File: src/rtl/tagins_pkg.sv
package tagins_pkg;
  localparam int BYTE_W = 8;
  localparam int MAP_W  = 7;

  typedef enum logic [2:0] {
    ST_ADDR   = 3'd0,
    ST_HDR_HI = 3'd1,
    ST_HDR_LO = 3'd2,
    ST_BODY   = 3'd3,
    ST_DROP   = 3'd4
  } tag_state_e;
endpackage

File: src/rtl/tagins_hdr.sv
module tagins_hdr #(
  parameter int PORT_W      = 3,
  parameter int NUM_PORTS   = 7,
  parameter int HDR_VERSION = 2
) (
  input  logic [PORT_W-1:0]              port_q,
  output logic [tagins_pkg::BYTE_W-1:0]  hdr_hi,
  output logic [tagins_pkg::BYTE_W-1:0]  hdr_lo
);
  import tagins_pkg::*;

  logic [MAP_W-1:0] port_map;

  for (genvar g = 0; g < MAP_W; g++) begin : g_map
    if (g < NUM_PORTS) begin : g_live
      assign port_map[g] = (port_q == PORT_W'(g));
    end else begin : g_dead
      assign port_map[g] = 1'b0;
    end
  end

  // version in the top two bits, priority and control fields zero
  assign hdr_hi = {2'(HDR_VERSION), 6'b000000};
  // host-origin flag above the egress bitmap
  assign hdr_lo = {1'b1, port_map};
endmodule

File: src/rtl/tagins_ctrl.sv
module tagins_ctrl #(
  parameter int PORT_W     = 3,
  parameter int NUM_PORTS  = 7,
  parameter int ADDR_BYTES = 12
) (
  input  logic                     clk,
  input  logic                     rst_n,
  input  logic                     in_last,
  input  logic [PORT_W-1:0]        in_port,
  input  logic                     in_fire,
  input  logic                     out_fire,
  output tagins_pkg::tag_state_e   state,
  output logic                     at_addr_end,
  output logic                     bad_first,
  output logic                     tail_q,
  output logic [PORT_W-1:0]        port_q,
  output logic                     drop_err
);
  import tagins_pkg::*;

  localparam int CNT_W = $clog2(ADDR_BYTES + 1);
  localparam logic [CNT_W-1:0]  LAST_ADDR = CNT_W'(ADDR_BYTES - 1);
  localparam logic [PORT_W:0]   PORT_LIM  = (PORT_W+1)'(NUM_PORTS);

  tag_state_e       state_d;
  logic [CNT_W-1:0] cnt_q, cnt_d;
  logic             tail_d, tail_en;
  logic             port_en;
  logic             err_d;
  logic             at_first;

  assign at_first    = (state == ST_ADDR) && (cnt_q == '0);
  assign at_addr_end = (state == ST_ADDR) && (cnt_q == LAST_ADDR);
  assign bad_first   = at_first && ({1'b0, in_port} >= PORT_LIM);

  always_comb begin
    state_d = state;
    cnt_d   = cnt_q;
    tail_d  = tail_q;
    tail_en = 1'b0;
    port_en = 1'b0;
    err_d   = 1'b0;
    case (state)
      ST_ADDR: begin
        if (in_fire) begin
          if (bad_first) begin
            err_d = 1'b1;
            if (!in_last) state_d = ST_DROP;
          end else begin
            if (at_first) port_en = 1'b1;
            if (cnt_q == LAST_ADDR) begin
              state_d = ST_HDR_HI;
              cnt_d   = '0;
              tail_d  = in_last;
              tail_en = 1'b1;
            end else if (in_last) begin
              cnt_d = '0;
            end else begin
              cnt_d = cnt_q + 1'b1;
            end
          end
        end
      end
      ST_HDR_HI: begin
        if (out_fire) state_d = ST_HDR_LO;
      end
      ST_HDR_LO: begin
        if (out_fire) state_d = tail_q ? ST_ADDR : ST_BODY;
      end
      ST_BODY: begin
        if (in_fire && in_last) state_d = ST_ADDR;
      end
      ST_DROP: begin
        if (in_fire && in_last) state_d = ST_ADDR;
      end
      default: state_d = ST_ADDR;
    endcase
  end

  always_ff @(posedge clk or negedge rst_n) begin
    if (!rst_n) begin
      state    <= ST_ADDR;
      cnt_q    <= '0;
      drop_err <= 1'b0;
    end else begin
      state    <= state_d;
      cnt_q    <= cnt_d;
      drop_err <= err_d;
    end
  end

  always_ff @(posedge clk or negedge rst_n) begin
    if (!rst_n) begin
      tail_q <= 1'b0;
    end else if (tail_en) begin
      tail_q <= tail_d;
    end
  end

  always_ff @(posedge clk or negedge rst_n) begin
    if (!rst_n) begin
      port_q <= '0;
    end else if (port_en) begin
      port_q <= in_port;
    end
  end
endmodule

File: src/rtl/tagins_path.sv
module tagins_path (
  input  tagins_pkg::tag_state_e          state,
  input  logic                            bad_first,
  input  logic                            at_addr_end,
  input  logic                            tail_q,
  input  logic [tagins_pkg::BYTE_W-1:0]   hdr_hi,
  input  logic [tagins_pkg::BYTE_W-1:0]   hdr_lo,
  input  logic                            s_valid,
  input  logic [tagins_pkg::BYTE_W-1:0]   s_data,
  input  logic                            s_last,
  input  logic                            m_ready,
  output logic                            s_ready,
  output logic                            m_valid,
  output logic [tagins_pkg::BYTE_W-1:0]   m_data,
  output logic                            m_last,
  output logic                            in_fire,
  output logic                            out_fire
);
  import tagins_pkg::*;

  always_comb begin
    s_ready = 1'b0;
    m_valid = 1'b0;
    m_data  = s_data;
    m_last  = 1'b0;
    case (state)
      ST_ADDR: begin
        m_valid = s_valid && !bad_first;
        m_last  = s_last && !at_addr_end;
        s_ready = bad_first ? 1'b1 : m_ready;
      end
      ST_HDR_HI: begin
        m_valid = 1'b1;
        m_data  = hdr_hi;
      end
      ST_HDR_LO: begin
        m_valid = 1'b1;
        m_data  = hdr_lo;
        m_last  = tail_q;
      end
      ST_BODY: begin
        m_valid = s_valid;
        m_last  = s_last;
        s_ready = m_ready;
      end
      ST_DROP: begin
        s_ready = 1'b1;
      end
      default: begin
        s_ready = 1'b0;
      end
    endcase
  end

  assign in_fire  = s_valid && s_ready;
  assign out_fire = m_valid && m_ready;
endmodule

File: src/rtl/tag_splice_tx.sv
module tag_splice_tx #(
  parameter int PORT_W      = 3,
  parameter int NUM_PORTS   = 7,
  parameter int ADDR_BYTES  = 12,
  parameter int HDR_VERSION = 2
) (
  input  logic               clk,
  input  logic               rst_n,
  input  logic               s_valid,
  output logic               s_ready,
  input  logic [7:0]         s_data,
  input  logic               s_last,
  input  logic [PORT_W-1:0]  s_port,
  output logic               m_valid,
  input  logic               m_ready,
  output logic [7:0]         m_data,
  output logic               m_last,
  output logic               drop_err
);
  import tagins_pkg::*;

  tag_state_e        state;
  logic              at_addr_end;
  logic              bad_first;
  logic              tail_q;
  logic [PORT_W-1:0] port_q;
  logic              in_fire;
  logic              out_fire;
  logic [BYTE_W-1:0] hdr_hi;
  logic [BYTE_W-1:0] hdr_lo;

  tagins_ctrl #(
    .PORT_W     (PORT_W),
    .NUM_PORTS  (NUM_PORTS),
    .ADDR_BYTES (ADDR_BYTES)
  ) u_ctrl (
    .clk         (clk),
    .rst_n       (rst_n),
    .in_last     (s_last),
    .in_port     (s_port),
    .in_fire     (in_fire),
    .out_fire    (out_fire),
    .state       (state),
    .at_addr_end (at_addr_end),
    .bad_first   (bad_first),
    .tail_q      (tail_q),
    .port_q      (port_q),
    .drop_err    (drop_err)
  );

  tagins_hdr #(
    .PORT_W      (PORT_W),
    .NUM_PORTS   (NUM_PORTS),
    .HDR_VERSION (HDR_VERSION)
  ) u_hdr (
    .port_q (port_q),
    .hdr_hi (hdr_hi),
    .hdr_lo (hdr_lo)
  );

  tagins_path u_path (
    .state       (state),
    .bad_first   (bad_first),
    .at_addr_end (at_addr_end),
    .tail_q      (tail_q),
    .hdr_hi      (hdr_hi),
    .hdr_lo      (hdr_lo),
    .s_valid     (s_valid),
    .s_data      (s_data),
    .s_last      (s_last),
    .m_ready     (m_ready),
    .s_ready     (s_ready),
    .m_valid     (m_valid),
    .m_data      (m_data),
    .m_last      (m_last),
    .in_fire     (in_fire),
    .out_fire    (out_fire)
  );
endmodule

File: config.mk
export PLATFORM = sky130hd
export DESIGN_NAME = tag_splice_tx
export DESIGN_NICKNAME = d
export VERILOG_FILES = /design/src/rtl/tagins_pkg.sv /design/src/rtl/tagins_hdr.sv /design/src/rtl/tagins_ctrl.sv /design/src/rtl/tagins_path.sv /design/src/rtl/tag_splice_tx.sv
export SDC_FILE = /design/constraint.sdc
export NUM_CORES = 1
export LEC_CHECK = 0
export BUFFER_PORTS_ARGS = -buffer_cell sky130_fd_sc_hd__buf_2
export CORE_MARGIN = 3
export CORE_UTILIZATION = 40
export DETAILED_ROUTE_END_ITERATION = 8
export GPL_TIMING_DRIVEN = 0
export PLACE_DENSITY_LB_ADDON = 0.05
export SLEW_MARGIN = 20
export SYNTH_ARGS = -nofsm -noshare
export SYNTH_HDL_FRONTEND = slang
export SYNTH_SLANG_ARGS = --single-unit
File: constraint.sdc
create_clock -name clk -period 2.06 [get_ports clk]
set_clock_uncertainty 0.15 [all_clocks]
set_input_delay 0.206 -clock clk [delete_from_list [all_inputs] [get_ports clk]]
set_output_delay 0.206 -clock clk [all_outputs]
set_load 0.01 [all_outputs]
==> impl_metrics.ini <==
[cells_and_area]
layout_commonest_cell = buf_2
drive_above_1_share = 0.375
syn_to_final_growth_pct = 27.9
nets = 155
register_area_sq_um = 303
multi_input_area_sq_um = 581
nFillCells = 199
insertedDiodeCount = 0
fin_util = 0.561
final_cell_mix = buf_2 (26), nand2_1 (14), nor2_1 (10), dfrtp_1 (10), a22o_1 (8)

[synth]
netlist_area_sq_um = 896
synthXorXnorAreaFrac = 0.00978
synth_top_family_by_area = compound AO/OA/AOI/OAI gates
syn-num-nets = 122
synth_compound_area_frac = 0.274
ys_seq_elements = 12
syn_inst = 104
yosysWarnings = 0
synth-simple-area-share = 0.268
muxShareOfSynthArea = 0.0377
synth.distinct_cells = 37
syn_area_per_cell_sq_um = 8.61
synthAdderAreaFrac = 0.0279
ys_seq_area_frac = 0.335

[critical_path]
start_kind = flop
worst_path_max_delay_cell = a2111oi_0
critPathMaxFanout = 10
cp_top_family = compound AO/OA/AOI/OAI gates
cp_cell_sequence = buf_6 -> nor3_1 -> and4_4 -> nor3_2 -> a2111oi_0 -> o2bb2ai_1
critPathMaxStageDelay_ns = 0.50
end_kind = flop
worstPathArrival_ns = 2.04
r2r_slack_ns = 0.02
cp_num_buf_inv = 1
crit_type = reg -> reg
cp.required_ns = 2.06

[timing]
hold_viol = 0
rsz0062_at_grt = true
tns_ns = 0
min_period_ns = 2.04
timing.final.crit_share = 0.990
slew_headroom = 0.652
worst_pin_slew_ns = 0.509
setup_viol = 0
drv_slew = 0
fmax_ghz = 0.490

[floorplanning]
die_area_sq_um = 2840
core_area_sq_um = 2040
fp.dieW_microns = 53.3
die_h_microns = 53.3
rows = 16
io_pins = 28
start_util = 0.439

[pwr]
swShare = 0.447
power_density_nw_per_um2 = 1280
power.switching_mw = 0.656
p_int_mw = 0.812
p_comb_frac = 0.618
vdd_ir_drop_max_v = 0.000733
clkPwrFrac = 0.131
p_leak_nw = 0.549
seqPwrFrac = 0.251

[global_routing]
grt_pass1_vias = 830
track_usage = 0.183
grt_pass1_wl_microns = 3770
grt_antenna_before_repair = 0
grt_max_degree = 13
overflow = 0

[detailed_routing]
drt_wl_total_microns = 2200
vias = 892
routedWlPerCell_microns = 13.5
drc_errors = 0
drt_iter0_markers = 14
vias_per_cell = 5.47
antenna_left = 0
first_pass_iters = 4

[clock_tree]
clk_path_buf_depth = 2
cts_inserted_buffers = 3
tritoncts = yes
clk_latency_ns = 0.28
cts-root-buf = clkbuf_4
cts_max_level = 1
clk_pin_slew_worst_paths_ns = 0.08
numClockSinks = 12

[outcome]
status = completed

[hold_path]
hold_class = in -> reg

[flow_run]
drv_cap = 0

[place]
dpl.hpwl_microns = 1630
place_congestion = 0.752
portBuffers = 26
cells in the mapped netlist (all sizes together):
| cell type | count | area, sq um |
|---|---|---|
| o2111ai | 1 | 15.0 |
| o21ai | 7 | 35.0 |
| and4 | 1 | 11.3 |
| and3 | 2 | 12.5 |
| nor2b | 3 | 21.3 |
| a2111oi | 1 | 8.76 |
| a22o | 8 | 70.1 |
| o22a | 3 | 26.3 |
| inv | 4 | 15.0 |
| or2 | 3 | 18.8 |
| nor2 | 13 | 48.8 |
| a211oi | 2 | 20.0 |
| o2bb2ai | 1 | 8.76 |
| a31oi | 1 | 6.26 |
| a32o | 3 | 31.3 |
| and3b | 1 | 8.76 |
| nand3b | 2 | 15.0 |
| and2 | 1 | 6.26 |
| dfrtp | 12 | 300 |
| buf | 3 | 27.5 |
| ha | 2 | 25.0 |
| a21oi | 3 | 15.0 |
| nor3 | 2 | 15.0 |
| mux2 | 3 | 33.8 |
| nand2b | 1 | 6.26 |
| xor2 | 1 | 8.76 |
| nand3 | 4 | 20.0 |
| a32oi | 1 | 8.76 |
| nand2 | 15 | 56.3 |
per-stage QoR:
stage	instances	area (sq um)	power [mW]	setup slack (ns)	hold slack, ns
2_1_floorplan	104	896	0.984	0.210	-0.240
3_3_place_gp	157	1060	1.21	0.0810	-0.0446
3_5_place_dp	157	1060	1.23	0.0565	-0.0459
4_1_cts	162	1110	1.44	0.00488	0.0137
5_1_grt	163	1150	1.60	-0.0258	0.0152
6_report	163	1150	1.47	0.0202	0.0211
per-layer routing:
metal  global-route usage  part of all wire  up-vias
li1                     -                 -      447
met1                0.227              0.44      417
met2                0.290              0.49       26
met3               0.0620             0.061        2
met4               0.0638            0.0082        0
met5                    0                 0        -
kinds of logic after synthesis:
family / Yosys count
mux: 3
buf+inv: 7
xor+xnor: 1
flops: 12
simple gates: 48
fa+ha+maj: 2
compound gates: 31
worst min-delay path: stages:
cell	delay [ns]
buf_2	0.11
nand3_1	0.06
nor2_1	0.04
power by group through the flow:
stage | combinational (mW) | sequential [mW] | clock [mW]
floorplan | 0.634 | 0.349 | 0
global placement | 0.842 | 0.363 | 0
detailed placement | 0.861 | 0.367 | 0
CTS | 0.873 | 0.365 | 0.198
global route | 1.00 | 0.379 | 0.211
finish | 0.907 | 0.368 | 0.193
path summary, 6_finish.rpt:
| check | from | end | cells after the start |
|---|---|---|---|
| max in group asynchronous | rst_n | u_ctrl.state[1] | 2 |
| setup reg to reg | u_ctrl.state[0] | u_ctrl.state[0] | 6 |
| min in group asynchronous | rst_n | u_ctrl.state[0] | 2 |
| hold reg to reg | u_ctrl.port_q[0] | u_ctrl.port_q[0] | 1 |
| setup / recovery | u_ctrl.state[0] | u_ctrl.state[0] | 6 |
| hold / removal | s_port[1] | u_ctrl.drop_err | 3 |
sequential cells by signal (all words and copies together), names as in the netlist:
register and flops:
u_ctrl.cnt_q 4, u_ctrl.tail_q 1, u_ctrl.port_q 3, u_ctrl.state 3, u_ctrl.drop_err 1
repair_timing:
action / 4_1_cts / 5_1_grt
hold buffers: 1 / 0
resized for setup: 2 / 8
pin swaps: 0 / 4
endpoints found under the setup margin: 7 / 11
hold endpoints to repair: 12 / 0
buffers inserted: 0 / 1
cell type report:
| cell class | count | share of cell area |
|---|---|---|
| sequential | 12 | 0.264 |
| tap | 27 | 0.0295 |
| clock buffer | 4 | 0.0317 |
| timing repair buffer | 28 | 0.129 |
| inverter | 4 | 0.0131 |
| buffer | 3 | 0.0262 |
| multi-input combinational | 85 | 0.507 |
Power figures use the tool's default switching activity.
